**config.mk**
```make
export PLATFORM = sky130hd
export DESIGN_NAME = slowclk_rst_ctrl
export DESIGN_NICKNAME = d
export VERILOG_FILES = /design/src/rtl/rcx_pkg.sv /design/src/rtl/rcx_sync.sv /design/src/rtl/rcx_regs.sv /design/src/rtl/rcx_seq.sv /design/src/rtl/slowclk_rst_ctrl.sv
export SDC_FILE = /design/constraint.sdc
export NUM_CORES = 1
export LEC_CHECK = 0
export BUFFER_PORTS_ARGS = -buffer_cell sky130_fd_sc_hd__buf_2
export CORE_ASPECT_RATIO = 0.9
export CORE_MARGIN = 4
export CORE_UTILIZATION = 55
export DETAILED_ROUTE_END_ITERATION = 7
export PLACE_DENSITY_LB_ADDON = 0.15
export SETUP_SLACK_MARGIN = 0.3
export SLEW_MARGIN = 20
export SYNTH_ARGS = -nofsm -noshare
export SYNTH_HDL_FRONTEND = slang
export SYNTH_HIERARCHICAL = 1
export SYNTH_SLANG_ARGS = --single-unit
```
**constraint.sdc**
```tcl
create_clock -name clk -period 7.2 [get_ports clk]
set_clock_uncertainty 0.1 [all_clocks]
set_input_delay 0.72 -clock clk [delete_from_list [all_inputs] [get_ports clk]]
set_output_delay 0.72 -clock clk [all_outputs]
set_load 0.005 [all_outputs]
```
**src/rtl/rcx_pkg.sv**
```systemverilog
package rcx_pkg;

  typedef enum logic [2:0] {
    ST_IDLE,
    ST_USTRETCH,
    ST_UWAIT,
    ST_USTART,
    ST_SW
  } rc_state_e;

  typedef struct packed {
    logic ext;
    logic per;
    logic proc;
  } rc_cmd_t;

  localparam logic [1:0] ADDR_CMD  = 2'd0;
  localparam logic [1:0] ADDR_MODE = 2'd1;
  localparam logic [1:0] ADDR_STAT = 2'd2;
  localparam logic [7:0] CMD_KEY   = 8'hA5;
  localparam logic [2:0] TYPE_SW   = 3'd3;
  localparam logic [2:0] TYPE_USER = 3'd4;

endpackage

```
**src/rtl/rcx_sync.sv**
```systemverilog
module rcx_sync (
  input  logic clk,
  input  logic por_n,
  input  logic pin_i,
  output logic lvl_o
);
  logic [1:0] ff_q;
  logic [1:0] warm_q;

  always_ff @(posedge clk or negedge por_n) begin
    if (!por_n) begin
      ff_q   <= 2'b11;
      warm_q <= 2'd0;
    end else begin
      ff_q <= {ff_q[0], pin_i};
      if (warm_q != 2'd2) warm_q <= warm_q + 2'd1;
    end
  end

  assign lvl_o = ff_q[1];

  // two-stage delay of the pin level
  a_r7_two_stage: assert property (@(posedge clk) disable iff (!por_n)
    (warm_q == 2'd2) |-> (lvl_o == $past(pin_i, 2)));

endmodule

```
**src/rtl/rcx_regs.sv**
```systemverilog
module rcx_regs
  import rcx_pkg::*;
#(
  parameter int LEN_W = 4
) (
  input  logic             clk,
  input  logic             por_n,
  input  logic             bus_wr,
  input  logic [1:0]       bus_addr,
  input  logic [31:0]      bus_wdata,
  output logic [31:0]      bus_rdata,
  input  logic             nrst_lvl,
  input  logic             busy,
  input  logic             usr_done,
  input  logic             swproc_done,
  output logic             cmd_stb,
  output rc_cmd_t          cmd,
  output logic [LEN_W-1:0] len
);
  logic [LEN_W-1:0] len_q;
  logic [2:0]       type_q;
  logic             unused_wbits;

  assign unused_wbits = ^bus_wdata[23:LEN_W];
  assign cmd     = rc_cmd_t'(bus_wdata[2:0]);
  assign cmd_stb = bus_wr && (bus_addr == ADDR_CMD) &&
                   (bus_wdata[31:24] == CMD_KEY) && (|bus_wdata[2:0]);
  assign len     = len_q;

  always_ff @(posedge clk or negedge por_n) begin
    if (!por_n) begin
      len_q  <= '0;
      type_q <= 3'd0;
    end else begin
      if (bus_wr && bus_addr == ADDR_MODE) len_q <= bus_wdata[LEN_W-1:0];
      if (usr_done)         type_q <= TYPE_USER;
      else if (swproc_done) type_q <= TYPE_SW;
    end
  end

  always_comb begin
    bus_rdata = '0;
    case (bus_addr)
      ADDR_MODE: bus_rdata[LEN_W-1:0] = len_q;
      ADDR_STAT: begin
        bus_rdata[2:0] = type_q;
        bus_rdata[8]   = busy;
        bus_rdata[16]  = nrst_lvl;
      end
      default: bus_rdata = '0;
    endcase
  end

  // type codes follow the completion events
  a_r9_user_code: assert property (@(posedge clk) disable iff (!por_n)
    usr_done |=> (type_q == TYPE_USER));
  a_r9_sw_code: assert property (@(posedge clk) disable iff (!por_n)
    swproc_done |=> (type_q == TYPE_SW));

endmodule

```
**src/rtl/rcx_seq.sv**
```systemverilog
module rcx_seq
  import rcx_pkg::*;
#(
  parameter int LEN_W = 4
) (
  input  logic             clk,
  input  logic             por_n,
  input  logic             nrst_lvl,
  input  logic             cmd_stb,
  input  rc_cmd_t          cmd,
  input  logic [LEN_W-1:0] len,
  output logic             proc_rst_n,
  output logic             periph_rst_n,
  output logic             wdt_rst_n,
  output logic             nrst_drive,
  output logic             busy,
  output logic             usr_done,
  output logic             swproc_done
);
  localparam int CNT_W = 1 << LEN_W;

  rc_state_e        state_q;
  logic [CNT_W-1:0] cnt_q;
  logic [CNT_W-1:0] stretch_m1;
  logic             p_proc_q, p_per_q, pcnt_q, ext_on_q, ext_wait_q;
  logic             in_usr, sw_proc_act, sw_per_act, pulse_end, ext_end;

  always_comb stretch_m1 = {CNT_W{1'b1}} >> (CNT_W - 1 - int'(len));

  assign in_usr      = (state_q == ST_USTRETCH) || (state_q == ST_UWAIT) ||
                       (state_q == ST_USTART);
  assign sw_proc_act = (state_q == ST_SW) && p_proc_q;
  assign sw_per_act  = (state_q == ST_SW) && p_per_q;
  assign pulse_end   = !(p_proc_q || p_per_q) || !pcnt_q;
  assign ext_end     = !ext_on_q || (ext_wait_q && nrst_lvl);

  always_ff @(posedge clk or negedge por_n) begin
    if (!por_n) begin
      state_q    <= ST_IDLE;
      cnt_q      <= '0;
      p_proc_q   <= 1'b0;
      p_per_q    <= 1'b0;
      pcnt_q     <= 1'b0;
      ext_on_q   <= 1'b0;
      ext_wait_q <= 1'b0;
    end else begin
      case (state_q)
        ST_IDLE: begin
          if (!nrst_lvl) begin
            state_q <= ST_USTRETCH;
            cnt_q   <= stretch_m1;
          end else if (cmd_stb) begin
            state_q    <= ST_SW;
            cnt_q      <= stretch_m1;
            p_proc_q   <= cmd.proc;
            p_per_q    <= cmd.per;
            pcnt_q     <= 1'b1;
            ext_on_q   <= cmd.ext;
            ext_wait_q <= 1'b0;
          end
        end
        ST_USTRETCH: begin
          if (cnt_q == '0) state_q <= ST_UWAIT;
          else             cnt_q   <= cnt_q - 1'b1;
        end
        ST_UWAIT: begin
          if (nrst_lvl) begin
            state_q <= ST_USTART;
            cnt_q   <= {{(CNT_W-1){1'b0}}, 1'b1};
          end
        end
        ST_USTART: begin
          if (cnt_q == '0) state_q <= ST_IDLE;
          else             cnt_q   <= cnt_q - 1'b1;
        end
        ST_SW: begin
          if (p_proc_q || p_per_q) begin
            if (pcnt_q) pcnt_q <= 1'b0;
            else begin
              p_proc_q <= 1'b0;
              p_per_q  <= 1'b0;
            end
          end
          if (ext_on_q) begin
            if (!ext_wait_q) begin
              if (cnt_q == '0) ext_wait_q <= 1'b1;
              else             cnt_q      <= cnt_q - 1'b1;
            end else if (nrst_lvl) begin
              ext_on_q <= 1'b0;
            end
          end
          if (pulse_end && ext_end) state_q <= ST_IDLE;
        end
        default: state_q <= ST_IDLE;
      endcase
    end
  end

  assign proc_rst_n   = !(in_usr || sw_proc_act);
  assign wdt_rst_n    = !(in_usr || sw_proc_act);
  assign periph_rst_n = !(in_usr || sw_per_act);
  assign nrst_drive   = (state_q == ST_USTRETCH) ||
                        ((state_q == ST_SW) && ext_on_q && !ext_wait_q);
  assign busy         = (state_q == ST_SW);
  assign usr_done     = (state_q == ST_USTART) && (cnt_q == '0);
  assign swproc_done  = sw_proc_act && !pcnt_q;

  // a software processor pulse is exactly two cycles wide
  a_r4_pulse_two: assert property (@(posedge clk) disable iff (!por_n)
    $rose(sw_proc_act) |=> sw_proc_act ##1 !sw_proc_act);
  // a pulse can only start from the idle state, never while busy
  a_r6_no_restart: assert property (@(posedge clk) disable iff (!por_n)
    $rose(sw_proc_act) |-> ($past(state_q) == ST_IDLE));
  // held pin keeps the user reset waiting
  a_r8_hold: assert property (@(posedge clk) disable iff (!por_n)
    (state_q == ST_UWAIT && !nrst_lvl) |=> (state_q == ST_UWAIT));
  // two startup cycles after the pin is seen high
  a_r8_startup: assert property (@(posedge clk) disable iff (!por_n)
    (state_q == ST_UWAIT && nrst_lvl) |=>
      (state_q == ST_USTART) ##1 (state_q == ST_USTART) ##1 (state_q == ST_IDLE));
  // a low pin seen in idle always starts a user reset
  a_r10_user_first: assert property (@(posedge clk) disable iff (!por_n)
    (state_q == ST_IDLE && !nrst_lvl) |=> (state_q == ST_USTRETCH));

endmodule

```
**src/rtl/slowclk_rst_ctrl.sv**
```systemverilog
module slowclk_rst_ctrl
  import rcx_pkg::*;
#(
  parameter int LEN_W = 4
) (
  input  logic        clk,
  input  logic        por_n,
  input  logic        bus_wr,
  input  logic [1:0]  bus_addr,
  input  logic [31:0] bus_wdata,
  output logic [31:0] bus_rdata,
  input  logic        nrst_pin_i,
  output logic        nrst_pull_o,
  output logic        proc_rst_n,
  output logic        wdt_rst_n,
  output logic        periph_rst_n
);
  logic             nrst_lvl, busy, usr_done, swproc_done, cmd_stb;
  rc_cmd_t          cmd;
  logic [LEN_W-1:0] len;

  rcx_sync u_sync (
    .clk   (clk),
    .por_n (por_n),
    .pin_i (nrst_pin_i),
    .lvl_o (nrst_lvl)
  );

  rcx_regs #(.LEN_W(LEN_W)) u_regs (
    .clk         (clk),
    .por_n       (por_n),
    .bus_wr      (bus_wr),
    .bus_addr    (bus_addr),
    .bus_wdata   (bus_wdata),
    .bus_rdata   (bus_rdata),
    .nrst_lvl    (nrst_lvl),
    .busy        (busy),
    .usr_done    (usr_done),
    .swproc_done (swproc_done),
    .cmd_stb     (cmd_stb),
    .cmd         (cmd),
    .len         (len)
  );

  rcx_seq #(.LEN_W(LEN_W)) u_seq (
    .clk          (clk),
    .por_n        (por_n),
    .nrst_lvl     (nrst_lvl),
    .cmd_stb      (cmd_stb),
    .cmd          (cmd),
    .len          (len),
    .proc_rst_n   (proc_rst_n),
    .periph_rst_n (periph_rst_n),
    .wdt_rst_n    (wdt_rst_n),
    .nrst_drive   (nrst_pull_o),
    .busy         (busy),
    .usr_done     (usr_done),
    .swproc_done  (swproc_done)
  );

endmodule

```
**Yosys cells after proc, flatten, opt, wreduce, memory -nomap -nowiden**

Cells that the tools add are included.

- Output and inout port bits: 36
- Logic and storage cells: 115
- Bits of input ports: 38
- Register bits: 33

- Mux-type cells: 44
- Shift-type cells: 1
- Reduce and logical (&&, ||, !) cells: 40
- Equality and inequality tests: 18
- Add/subtract/negate cells: 2

Operator list:

| kind | count |
|---|---|
| 16-bit two-way mux | 6 |
| 16-bit case mux with 4 select lines | 1 |
| 16-bit by 32-bit >> shifter with 16-bit output, first input constant | 1 |
| 3-bit two-way mux | 8 |
| 1-bit two-way mux | 22 |
| 16-bit zero test | 1 |
| 16-bit by 1-bit subtractor with 16-bit output, second input constant | 1 |
| 3-bit case mux with 5 select lines | 1 |
| 5-bit AND reduction | 3 |
| 2-bit != test, second input constant | 7 |
| 1-bit logical AND | 12 |
| 1-bit case mux with 2 select lines | 5 |
| 8-bit == test, second input constant | 1 |
| 1-bit logical OR | 8 |
| 4-bit AND reduction | 2 |
| 3-bit by 2-bit == test with 1-bit output, second input constant | 2 |
| 1-bit zero test | 6 |
| 2-bit by 1-bit != test with 1-bit output, second input constant | 3 |
| 3-bit case mux with 2 select lines | 1 |
| 4-bit by 4-bit subtractor with 5-bit output, first input constant | 1 |
| 2-bit nonzero test | 2 |
| 4-bit nonzero test | 1 |
| 3-bit by 1-bit == test with 1-bit output, second input constant | 1 |
| 3-bit == test, second input constant | 1 |
| other kinds (8) | 8 |

**Depth between registers and ports, before layout**

- Depth after elaboration: 7
- Gate-level depth with buffers: 10
- Mapped depth without buffers: 9

**Modules after synthesis**

Netlist, hierarchy kept.

By module, submodules not included:

| module | seq. area each (um^2) | times used | area an instance (um^2) | cells each |
|---|---|---|---|---|
| rcx_seq | 600.6 | 1 | 1,561.5 | 187 |
| rcx_regs | 150.1 | 1 | 599.3 | 65 |
| rcx_sync | 52.6 | 1 | 52.6 | 2 |

**Worst setup path before layout**

Ideal clock, no wire load.

- Path type: input -> register
- Start point: input bus_addr[0]
- End point: register u_seq.cnt_q[7]
- Buffers on the path: 1
- Arrival time: 2.457 ns
- Required time: 6.979 ns
- Slack: 4.522 ns
- Stages: 10
- Cells stage by stage: inv_1 ha_1 nand2_1 nor4_1 or4b_2 a21oi_1 a221oi_1 buf_1 o21ai_0 a22o_2

- Word-level cells in the longest chain between the ends: 6

Ends and longest elaborated chain:

| item | line | source |
|---|---|---|
| from (decl) | slowclk_rst_ctrl.sv:9 | `input logic [1:0] bus_addr,` |
| 2-bit zero test | rcx_regs.sv:26 | `assign cmd_stb = bus_wr && (bus_addr == ADDR_CMD) &&` |
| 1-bit logical AND (2 in series) | rcx_regs.sv:26 |  |
| 1-bit logical AND | rcx_regs.sv:27 | `(bus_wdata[31:24] == CMD_KEY) && (\|bus_wdata[2:0]);` |
| net cmd_stb | slowclk_rst_ctrl.sv:18 | `logic nrst_lvl, busy, usr_done, swproc_done, cmd_stb;` |
| 3-bit != test (no line) | -- |  |
| 5-bit AND reduction (no line) | -- |  |
| to (signal assigned) | rcx_seq.sv:51 | `cnt_q <= stretch_m1;` |
| to (signal assigned) | rcx_seq.sv:54 | `cnt_q <= stretch_m1;` |
| to (signal assigned) | rcx_seq.sv:64 | `else cnt_q <= cnt_q - 1'b1;` |
| to (decl) | rcx_seq.sv:23 | `logic [CNT_W-1:0] cnt_q;` |

The timed path passes the listed nets, and every way through them passes these cells.
A chain may end at the register's enable or synchronous reset.

**Worst setup path in the final report**

- Start point: register u_seq.state_q[2]
- End point: output bus_rdata[8]

- Word-level cells in the longest chain between the ends: 2

Ends and longest elaborated chain:

| item | line | source |
|---|---|---|
| from (decl) | rcx_seq.sv:22 | `rc_state_e state_q;` |
| from (signal assigned) | rcx_seq.sv:39 | `state_q <= ST_IDLE;` |
| from (signal assigned) | rcx_seq.sv:50 | `state_q <= ST_USTRETCH;` |
| from (signal assigned) | rcx_seq.sv:53 | `state_q <= ST_SW;` |
| 3-bit == test | rcx_seq.sv:104 | `assign busy = (state_q == ST_SW);` |
| net busy | slowclk_rst_ctrl.sv:18 |  |
| 1-bit two-way mux | rcx_regs.sv:43 | `case (bus_addr)` |
| to (decl) | slowclk_rst_ctrl.sv:11 | `output logic [31:0] bus_rdata,` |

The timed path passes the listed nets, and every way through them passes these cells.

==> results.env <==
STATUS='completed'
NUMBER_OF_CLOCK_BUFFERS_INSERTED_BY_TRITONCTS=5
GRT_USE_TOTAL_PCT=19.6
PATH_CLASS='flip-flop to output pin'
WORSTHOLDSTART='u_sync/ff_q[0]$_DFF_PN1_'
DRC_ERRORS=0
HIGHEST_FANOUT_SEEN_ON_THE_CRITICAL_PATH=13
TRITONCTS_CLOCK_TREE='yes'
NUM_ROWS=21
BUFFERS_INSERTED_DURING_POST_CTS_SETUP_OPTIMIZATION=0
POWER.DENSITY_nW_PER_UM2=306
CRIT_ARRIVAL_NS=1.84
PERIOD_NEEDED_NS=2.66
SYNTH.AREA.MUX_SHARE_PCT=2.71
R2R-START='u_seq/state_q[2]$_DFFE_PN0P_'
SETUP-TNS-FINAL_NS=0
FINALMAXSLEWVIOLATIONS=0
R2R_SETUP_SLACK_NS=4.66
REPORT.FINAL.HOLD_VIOL_COUNT=0
DRV_CAP=0
SYNTHDISTINCTLIBCELLS=51
SYNTH-ASYNC-RESET-RATIO_PCT=100
ROUTE.ANTENNA.REMAINING_NETS=0
DIEHEIGHT_UM=68.2
TIMING.FINAL.SETUP_VIOLATIONS=0
DESIGN.PORTCOUNT=74
DPL.HPWL_UM=3230
POST_CTS_HOLD_BUFFER_COUNT=0
WHS_PATH_DEPTH=0
CLOCK_LATENCY_REPORTED_FOR_THE_LATE_SIDE_OF_THE_WORST_SKEW_PAIR_NS=0.29
DIE_WIDTH_UM=74.9
SYNTH_SEQ_AREA_SHARE_PCT=36.3
SYNTHFLOPTYPE='dfrtp_1'
AREA.GROWTH.SYNTH_TO_FINAL_PCT=4.86
CRITICAL_PATH.TOP_DELAY_FAMILY='simple AND/OR/NAND/NOR gates'
SYNTH-EDFF-COUNT=0
DRT_PRE_ANTENNA_ITERS=4
POSTCTSRESIZEDCELLS=0
STATIC-LEAKAGE-POWER_nW=1.09
POSTSYNTHREGISTERBITS=32
PLACE.GP.CONGESTION=0.818
MIN_PATH_TYPE='flip-flop to flip-flop'
YOSYS.AREA_SHARE.SIMPLE_PCT=21.3
GRT_START_MAX_NET_PINS=33
FIN_CRIT_SH_PCT=36.9
CRIT_PATH_TOP_DELAY_CELL='or3b_2'
NUM_VIAS=1810
REG2REG_TO='u_seq/cnt_q[5]$_DFFE_PN0P_'
WORST_PATH_LARGEST_CELL_DELAY_NS=0.61
PLACE_INST=309
CTS.SINKS=32
CRIT_PATH_END_KIND='output pin'
CTS_MAX_PATH_BUFFERS=2
BUFFER_PORTS.INSERTED=27
ROUTED_WIRELENGTH_UM=4550
SYNTHESIS.INSTANCES=254
CRIT_REQUIRED_NS=6.38
DRT-VIAS-PER-INSTANCE=5.71
FIRST_GLOBAL_VIAS=1677
RSZ_0062_RAISED_AFTER_GLOBAL_ROUTING='false'
CRITPATHLAUNCHTYPE='flip-flop'
MAXCLOCKFREQUENCY_GHz=0.377
DRT-WIRELENGTH-PER-CELL_UM=14.4
WORST-SLEW-PIN-TRANSITION_NS=0.712
GRT_OVERFLOW_TOTAL=0
FILLER_CELL_COUNT=346
GRT_PASS1_WL_UM=7710
CTS-ROOT-BUF='clkbuf_8'
CTS.HTREE.LEVELS=2
SYNTH-ADDER-AREA-SHARE_PCT=2.26
COMBINATIONAL_FAMILY_WITH_THE_MOST_AREA_AFTER_SYNTHESIS='compound AO/OA/AOI/OAI gates'
WORST_SETUP_HOLD_PATH_CLK_SLEW_NS=0.06
FLOORPLAN.CORE_AREA_UM2=3810
YS_WARN_COUNT=6
GRT_ANTENNA_BEFORE_REPAIR=0
DRIVE_ABOVE_1_SHARE_PCT=20.3
DRT-INITIAL-DRC-COUNT=202
CRITICAL_PATH.CELL_CHAIN='or3b_2 > inv_1 > and2_1 > buf_2'
INITIAL_CORE_UTIL_PCT=58.1
SYNTH.AVG_CELL_AREA_UM2=8.71
POST_LAYOUT_NONFILLER_INSTANCES=317
ANTENNA_DIODE_INSTANCE_COUNT=0
MAX_SLEW_MARGIN_PCT=52.1
SYNTH-COMPOUND-AREA-SHARE_PCT=21.5
DIEAREA_UM2=5100
HOLD_PATH_END='u_sync/ff_q[1]$_DFF_PN1_'
WORST-PATH-BUF-INV=2
MOSTFREQUENTLAYOUTCELLS='30 x dfrtp_1, 27 x buf_2, 26 x conb_1'
IR_DROP_mV=0.146
SYNTH_CELL_AREA_UM2=2210
YOSYS.AREA_SHARE.XOR_XNOR_PCT=1.19
FF2FF_PATH_DEPTH=5
NETS=312
MOST_FREQUENT_STANDARD_CELL_IN_THE_LAYOUT_EXCLUDING_FILL_AND_TAP_CELLS='dfrtp_1'
sequential cells by signal, summed over array words and instances, names as in the netlist:
name and cells:
u_seq/p_proc_q 1, u_regs/len 4, u_regs/type_q 2, u_sync/ff_q 2, u_seq/ext_on_q 1, u_seq/pcnt_q 1
u_seq/state_q 3, u_seq/ext_wait_q 1, u_seq/cnt_q 16, u_seq/p_per_q 1
routing by layer:
metal	global-route usage [%]	share of wire, %
met1	28.5	47
met2	28.5	45
met3	3.96	7.8
met4	7.11	0.97
met5	0	0
logic make-up after synthesis:
group,count (synthesis)
AND/OR/NAND/NOR,87
AO/OA/AOI/OAI,71
buffers and inverters,52
flip-flops,32
adder cells (fa/ha/maj),4
multiplexers,4
XOR/XNOR,3
other,1
through the flow:
| stage | setup WS [ns] | hold slack (ns) | total power, mW | util (%) | area [um2] |
|---|---|---|---|---|---|
| final | 4.54 | 0.257 | 0.710 | 60.9 | 2320 |
| after global routing | 4.36 | 0.264 | 0.768 | 60.9 | 2320 |
| after CTS | 4.54 | 0.258 | 0.712 | 60.9 | 2320 |
| after detailed placement | 4.29 | 0.249 | 0.558 | 58.3 | 2220 |
| after global placement | 4.26 | 0.247 | 0.552 | 58.3 | 2220 |
| after floorplan | 4.52 | 0.245 | 0.510 | - | 2310 |
cells in the mapped netlist (2+ instances only):
cell | count | area share (%)
buf_2 | 6 | 1.4
buf_4 | 32 | 11
nand3_1 | 3 | 0.68
and2_1 | 5 | 1.4
or2_2 | 4 | 1.1
nand2b_1 | 4 | 1.1
nand3b_1 | 2 | 0.68
nor4_1 | 2 | 0.57
nor2_1 | 20 | 3.4
buf_1 | 2 | 0.34
mux2_4 | 4 | 2.7
a22o_1 | 14 | 5.5
or4_1 | 5 | 1.7
ha_1 | 4 | 2.3
clkbuf_1 | 4 | 0.68
xor2_1 | 2 | 0.79
nand4bb_1 | 2 | 1.0
o32ai_1 | 4 | 1.6
inv_1 | 8 | 1.4
or3_1 | 2 | 0.57
nor2b_1 | 3 | 0.85
o22ai_1 | 6 | 1.7
o21ai_0 | 22 | 5.0
a21oi_1 | 10 | 2.3
nor3_1 | 9 | 2.0
dfstp_2 | 2 | 2.4
dfrtp_1 | 30 | 34
or3b_2 | 2 | 0.79
nand2_1 | 18 | 3.1
a21boi_0 | 2 | 0.68
power by group:
| group | switching (mW) | internal, mW | total, mW |
|---|---|---|---|
| clock network | 0.0663 | 0.0872 | 0.154 |
| registers | 0.0638 | 0.231 | 0.294 |
| logic | 0.134 | 0.128 | 0.262 |
cell type report:
class | count | area [um2] | area share [%]
clock buffers | 8 | 100 | 4.31
repair buffers | 28 | 143 | 6.15
inverters | 8 | 30.0 | 1.29
flip-flops and latches | 32 | 803 | 34.6
multi-input cells | 195 | 1190 | 51.2
well taps | 46 | 57.6 | 2.48
worst max path at each step:
stage	start	slack, ns	cells past startpoint	to
global route	bus_addr[1]	4.36	11	u_seq/cnt_q[7]$_DFFE_PN0P_
detailed placement	bus_addr[1]	4.29	11	u_seq/cnt_q[7]$_DFFE_PN0P_
global placement	bus_addr[0]	4.26	11	u_seq/cnt_q[7]$_DFFE_PN0P_
CTS	u_seq/state_q[2]$_DFFE_PN0P_	4.54	4	bus_rdata[8]
finish	u_seq/state_q[2]$_DFFE_PN0P_	4.54	4	bus_rdata[8]
floorplan	bus_addr[0]	4.52	10	u_seq/cnt_q[7]$_DFFE_PN0P_
Note: power is estimated with default switching activity, not from simulation.
